==> src/rtl/txdj_pkg.sv <==
package txdj_pkg;

    typedef enum logic [2:0] {
        ST_IDLE,
        ST_SEND,
        ST_HOLD,
        ST_JAM,
        ST_BACKOFF
    } tx_state_e;

endpackage

==> src/rtl/txdj_defer_timer.sv <==
module txdj_defer_timer #(
    parameter int GAP_BITS  = 96,
    parameter int QUAL_BITS = 64
) (
    input  logic clk,
    input  logic rst_n,
    input  logic bit_en,
    input  logic crs,
    output logic gap_ok
);
    localparam int CW = $clog2(GAP_BITS + 1);
    localparam logic [CW-1:0] GAP_C  = CW'(GAP_BITS);
    localparam logic [CW-1:0] QUAL_C = CW'(QUAL_BITS);

    typedef struct packed {
        logic [CW-1:0] cnt;
    } defer_reg_t;

    defer_reg_t r_d, r_q;

    always_comb begin
        r_d = r_q;
        if (bit_en) begin
            if (r_q.cnt == GAP_C) begin
                if (crs) r_d.cnt = '0;
            end else if (crs && (r_q.cnt < QUAL_C)) begin
                r_d.cnt = '0;
            end else begin
                r_d.cnt = r_q.cnt + CW'(1);
            end
        end
    end

    always_ff @(posedge clk or negedge rst_n) begin
        if (!rst_n) r_q <= '0;
        else        r_q <= r_d;
    end

    assign gap_ok = (r_q.cnt == GAP_C);

    a_r2_gap_bound: assert property (@(posedge clk) disable iff (!rst_n)
        r_q.cnt <= GAP_C);

    a_r3_early_restart: assert property (@(posedge clk) disable iff (!rst_n)
        (bit_en && crs && r_q.cnt < QUAL_C) |=> (r_q.cnt == '0));

    a_r4_late_ignored: assert property (@(posedge clk) disable iff (!rst_n)
        (bit_en && crs && r_q.cnt >= QUAL_C && r_q.cnt < GAP_C)
        |=> (r_q.cnt == $past(r_q.cnt) + CW'(1)));

    a_r11_defer_hold: assert property (@(posedge clk) disable iff (!rst_n)
        !bit_en |=> $stable(r_q.cnt));

endmodule

==> src/rtl/txdj_jam_counter.sv <==
module txdj_jam_counter #(
    parameter int JAM_BITS = 32
) (
    input  logic clk,
    input  logic rst_n,
    input  logic bit_en,
    input  logic run,
    output logic jam_bit,
    output logic done
);
    localparam int JW = (JAM_BITS > 1) ? $clog2(JAM_BITS) : 1;
    localparam logic [JW-1:0] LAST_C = JW'(JAM_BITS - 1);

    typedef struct packed {
        logic [JW-1:0] cnt;
    } jam_reg_t;

    jam_reg_t r_d, r_q;

    always_comb begin
        r_d = r_q;
        if (!run) begin
            r_d.cnt = '0;
        end else if (bit_en) begin
            r_d.cnt = (r_q.cnt == LAST_C) ? '0 : r_q.cnt + JW'(1);
        end
    end

    always_ff @(posedge clk or negedge rst_n) begin
        if (!rst_n) r_q <= '0;
        else        r_q <= r_d;
    end

    assign done    = run && bit_en && (r_q.cnt == LAST_C);
    assign jam_bit = run;

    a_r6_jam_bound: assert property (@(posedge clk) disable iff (!rst_n)
        r_q.cnt <= LAST_C);

    a_r11_jam_hold: assert property (@(posedge clk) disable iff (!rst_n)
        (run && !bit_en) |=> (r_q.cnt == $past(r_q.cnt)));

endmodule

==> src/rtl/txdj_ctrl.sv <==
module txdj_ctrl
    import txdj_pkg::*;
(
    input  logic clk,
    input  logic rst_n,
    input  logic tx_req,
    input  logic gap_ok,
    input  logic col,
    input  logic preamble_on,
    input  logic jam_done,
    input  logic backoff_done,
    output logic tx_permit,
    output logic jam_run,
    output logic col_done
);
    typedef struct packed {
        tx_state_e st;
        logic      done_pulse;
    } ctrl_reg_t;

    ctrl_reg_t r_d, r_q;

    always_comb begin
        r_d            = r_q;
        r_d.done_pulse = 1'b0;
        unique case (r_q.st)
            ST_IDLE: begin
                if (tx_req && gap_ok) r_d.st = ST_SEND;
            end
            ST_SEND: begin
                if (col)          r_d.st = preamble_on ? ST_HOLD : ST_JAM;
                else if (!tx_req) r_d.st = ST_IDLE;
            end
            ST_HOLD: begin
                if (!preamble_on) r_d.st = ST_JAM;
            end
            ST_JAM: begin
                if (jam_done) begin
                    r_d.st         = ST_BACKOFF;
                    r_d.done_pulse = 1'b1;
                end
            end
            ST_BACKOFF: begin
                if (backoff_done) r_d.st = ST_IDLE;
            end
            default: r_d.st = ST_IDLE;
        endcase
    end

    always_ff @(posedge clk or negedge rst_n) begin
        if (!rst_n) begin
            r_q.st         <= ST_IDLE;
            r_q.done_pulse <= 1'b0;
        end else begin
            r_q <= r_d;
        end
    end

    assign tx_permit = (r_q.st == ST_SEND) ||
                       ((r_q.st == ST_IDLE) && tx_req && gap_ok);
    assign jam_run   = (r_q.st == ST_JAM);
    assign col_done  = r_q.done_pulse;

    a_r8_single_pulse: assert property (@(posedge clk) disable iff (!rst_n)
        col_done |=> !col_done);

    a_r8_silent_backoff: assert property (@(posedge clk) disable iff (!rst_n)
        (r_q.st == ST_BACKOFF && !backoff_done) |=> !tx_permit);

    a_r7_hold_waits: assert property (@(posedge clk) disable iff (!rst_n)
        (r_q.st == ST_HOLD && preamble_on) |=> !jam_run);

    a_r10_idle_col: assert property (@(posedge clk) disable iff (!rst_n)
        (r_q.st == ST_IDLE && col) |=> !jam_run);

endmodule

==> src/rtl/tx_defer_jam.sv <==
module tx_defer_jam #(
    parameter int GAP_BITS  = 96,
    parameter int QUAL_BITS = 64,
    parameter int JAM_BITS  = 32
) (
    input  logic clk,
    input  logic rst_n,
    input  logic bit_en,
    input  logic crs,
    input  logic col,
    input  logic tx_req,
    input  logic preamble_on,
    input  logic backoff_done,
    output logic tx_permit,
    output logic jam_active,
    output logic jam_bit,
    output logic col_done
);
    logic gap_ok;
    logic jam_run;
    logic jam_done;

    txdj_defer_timer #(
        .GAP_BITS (GAP_BITS),
        .QUAL_BITS(QUAL_BITS)
    ) i_defer (
        .clk   (clk),
        .rst_n (rst_n),
        .bit_en(bit_en),
        .crs   (crs),
        .gap_ok(gap_ok)
    );

    txdj_jam_counter #(
        .JAM_BITS(JAM_BITS)
    ) i_jam (
        .clk    (clk),
        .rst_n  (rst_n),
        .bit_en (bit_en),
        .run    (jam_run),
        .jam_bit(jam_bit),
        .done   (jam_done)
    );

    txdj_ctrl i_ctrl (
        .clk         (clk),
        .rst_n       (rst_n),
        .tx_req      (tx_req),
        .gap_ok      (gap_ok),
        .col         (col),
        .preamble_on (preamble_on),
        .jam_done    (jam_done),
        .backoff_done(backoff_done),
        .tx_permit   (tx_permit),
        .jam_run     (jam_run),
        .col_done    (col_done)
    );

    assign jam_active = jam_run;

    a_r6_jam_excludes_permit: assert property (@(posedge clk) disable iff (!rst_n)
        jam_bit |-> !tx_permit);

    a_r8_done_after_jam: assert property (@(posedge clk) disable iff (!rst_n)
        col_done |-> ($past(jam_active) && !jam_active));

endmodule

==> config.mk <==
export PLATFORM = sky130hd
export DESIGN_NAME = tx_defer_jam
export DESIGN_NICKNAME = d
export VERILOG_FILES = /design/src/rtl/txdj_pkg.sv /design/src/rtl/txdj_defer_timer.sv /design/src/rtl/txdj_jam_counter.sv /design/src/rtl/txdj_ctrl.sv /design/src/rtl/tx_defer_jam.sv
export SDC_FILE = /design/constraint.sdc
export NUM_CORES = 1
export LEC_CHECK = 0
export ABC_AREA = 1
export ABC_CLOCK_PERIOD_IN_PS = 3600
export BUFFER_PORTS_ARGS = -buffer_cell sky130_fd_sc_hd__clkbuf_2
export CORE_UTILIZATION = 60
export CTS_CLUSTER_SIZE = 30
export DETAILED_ROUTE_END_ITERATION = 10
export GPL_TIMING_DRIVEN = 0
export PLACE_DENSITY_LB_ADDON = 0.08
export RECOVER_POWER = 50
export SLEW_MARGIN = 20
export SYNTH_ARGS = -nofsm -noshare
export SYNTH_HDL_FRONTEND = slang
export SYNTH_SLANG_ARGS = --single-unit
==> constraint.sdc <==
create_clock -name clk -period 3.6 [get_ports clk]
set_clock_uncertainty 0.1 [all_clocks]
set_input_delay 0.36 -clock clk [delete_from_list [all_inputs] [get_ports clk]]
set_output_delay 0.36 -clock clk [all_outputs]
set_load 0.1 [all_outputs]
==> flow_summary.toml <==
[timing]
relSlewSlack = 0.4348
setup_viol = 0
period_minus_slack_ns = 2.635
fin_crit_sh = 0.7319
max_freq_mhz = 379.6
rsz0062_at_grt = "no"
maxSlewViolCount = 0
worstMarginPinSlew_ns = 0.8477
tns_ns = 0
hold_violations = 0

[routing]
drc = 3
dr.pass1.iters = 7
vias = 894
vias_per_cell = 5.451
drt_iter0_drc = 42
drt_wl_total_um = 1895
wl_per_cell_um = 11.55
drtAntennaViolNets = 0

[cells_and_area]
register_area_um2 = 400.4
antennaDiodeCount = 0
fillers = 123
multi_input_area_um2 = 554.3
drive_gt1_frac = 0.2365
fin_util = 0.7373
syn_to_final_growth_pct = 10.73
finalNetCount = 161
final_area_um2 = 1162

[pwr]
p_leak_nw = 0.5635
max-vdd-ir-drop_mv = 0.3197
pwr_density_cell_nw_per_um2 = 529.2

[synth]
synthAdderAreaFrac = 0.04768
yosys.area_share.simple = 0.3671
synth-seq-cells = 16
synth_cell_type_count = 26
synth_top_family_by_area = "simple AND/OR/NAND/NOR gates"
seq_area_frac_synth = 0.3814
synthCells = 133
synthXorXnorAreaFrac = 0.02503
muxShareOfSynthArea = 0
synthesis.nets = 145
syn_area_per_cell_um2 = 7.893
yosys_warnings = 0
synth_compound_area_frac = 0.08343
syn-cell-area_um2 = 1050

[placement]
place_area_um2 = 1125
port_buffers = 10
dpl.hpwl_um = 1424
gp_congestion = 0.8112

[global_route]
grt_pass1_vias = 800
grt_pass1_wl_um = 3284
gr-total-overflow = 0
antenna_found_initial = 0
grt_max_degree = 17
grt_use_total = 0.2314

[floorplanning]
die-area_um2 = 1921
coreArea_um2 = 1577
num_rows = 14
die_x_um = 43.83
chipHeight_um = 43.83
floorplan.initialDensity = 0.6659
ioPinCount = 12

[clock_tree]
cts.sinks = 16
cts_max_level = 1
cts_buffers = 3
clk_latency_ns = 0.29
clock_path_buffers = 2
clk_pin_slew_ns = 0.10
cts_tree = "built"
ctsResizeCount = 0
cts-root-buf = "clkbuf_4"

[setup_path]
cp-start-kind = "register"
crit_path_end_kind = "output pin"
path_max_fanout = 11
cp.required_ns = 3.14
arrival_ns = 2.17
crit_type = "register to output pin"

[job]
cap_violations = 0

[hold_path]
hp-class = "input port to register"

[outcome]
outcome = "complete, but fails checks"
violations = "design-rule violations"
-- power breakdown --
| group | leakage, nW | switching (mW) | internal (mW) | total, mW |
|---|---|---|---|---|
| clock | 0.0210 | 0.0623 | 0.0617 | 0.124 |
| combinational | 0.324 | 0.209 | 0.0680 | 0.277 |
| sequential | 0.218 | 0.0175 | 0.197 | 0.215 |
| total | 0.564 | 0.288 | 0.327 | 0.615 |
-- kinds of logic (layout without fill, tap and decap cells) --
family          count (synthesis)  after routing
compound gates                 15             15
xor+xnor                        3              3
fa+ha+maj                       4              4
buf+inv                        21             36
flops                          16             16
simple gates                   74             74
-- per-stage QoR --
step | hold slack [ns] | setup WS (ns) | power (mW) | instances
after floorplan | -0.03559 | 0.8262 | 0.4532 | 133
after global placement | 0.2051 | 1.481 | 0.4931 | 159
after detailed placement | 0.2101 | 1.437 | 0.5011 | 159
after CTS | 0.2288 | 1.102 | 0.6276 | 164
after global routing | 0.2690 | 0.8130 | 0.6492 | 164
final | 0.2333 | 0.9653 | 0.6151 | 164
-- routing by layer --
layer  vias to the layer above  wire length (µm)  global-route usage
met5                         -                 0                   0
met4                         0                21             0.08750
met3                         4                73             0.05833
met2                        17               873              0.3612
met1                       410               928              0.3093
li1                        463                 -                   -
-- sequential cells by signal, indices dropped and copies added, names as in the netlist --
| name | flops |
|---|---|
| i_defer.r_q | 7 |
| i_jam.r_q | 5 |
| i_ctrl.r_q | 3 |
| i_ctrl.col_done | 1 |
-- worst max-delay path, cell delays in order, from the launching register on --
cell      delay [ns]
dfrtp_1         0.34
clkbuf_1        0.33
nand2_1         0.12
nor2_2          0.11
clkbuf_1        0.36
buf_4           0.18
clkbuf_2        0.44
-- worst paths after layout --
check                               from  slack (ns)  depth (start not counted)             end
setup / recovery           i_ctrl.r_q[2]        0.97                          6         jam_bit
hold / removal              backoff_done        0.23                          4   i_ctrl.r_q[3]
setup reg to reg           i_ctrl.r_q[2]        1.86                          6    i_jam.r_q[0]
hold reg to reg             i_jam.r_q[4]        0.42                          2    i_jam.r_q[4]
max in group asynchronous          rst_n        2.31                          2    i_jam.r_q[0]
min in group asynchronous          rst_n        0.57                          2  i_defer.r_q[3]
-- cell type report --
type	count	share of cell area
Tap cell	16	0.01722
Multi-Input combinational cell	96	0.4769
Inverter	17	0.05705
Buffer	4	0.02261
Clock buffer	4	0.03122
Sequential cell	16	0.3445
Timing Repair Buffer	11	0.05059
-- layout by cell type, fill, tap and decap left out, types with 4 or more instances in the layout --
cell type and instances:
nand3_1 18, nand4_1 5, clkbuf_2 9, nand2_1 28, dfrtp_1 16, ha_1 4
o21ai_1 8, o21ai_0 4, inv_1 14, nor2_1 9
-- synthesized netlist by cell type --
master    instances  area [µm²]
inv_2             2       7.510
nand2_2           2       12.51
ha_1              4       50.05
or2_2             2       12.51
o21ai_0           4       20.02
buf_6             1       11.26
nand3_1          18       90.09
buf_4             3       22.52
nand3_4           1       17.52
nand3_2           2       20.02
xor2_1            2       17.52
dfrtp_1          16       400.4
nor2_1            9       33.78
a21boi_2          1       11.26
nand2_4           1       11.26
inv_1            14       52.55
inv_4             1       6.260
xnor2_1           1       8.760
o21ai_1           8       40.04
o31ai_1           1       7.510
nand2_1          28       105.1
nor2_4            2       22.52
nor3_2            1       10.01
nand4_1           5       31.28
nor2_2            3       18.77
o21ai_2           1       8.760
-- what timing repair did --
action                    4_1_cts  5_1_grt
buffers inserted                0        0
hold endpoints to repair       16        0
hold buffers                    1        0
Power figures use the tool's default switching activity.
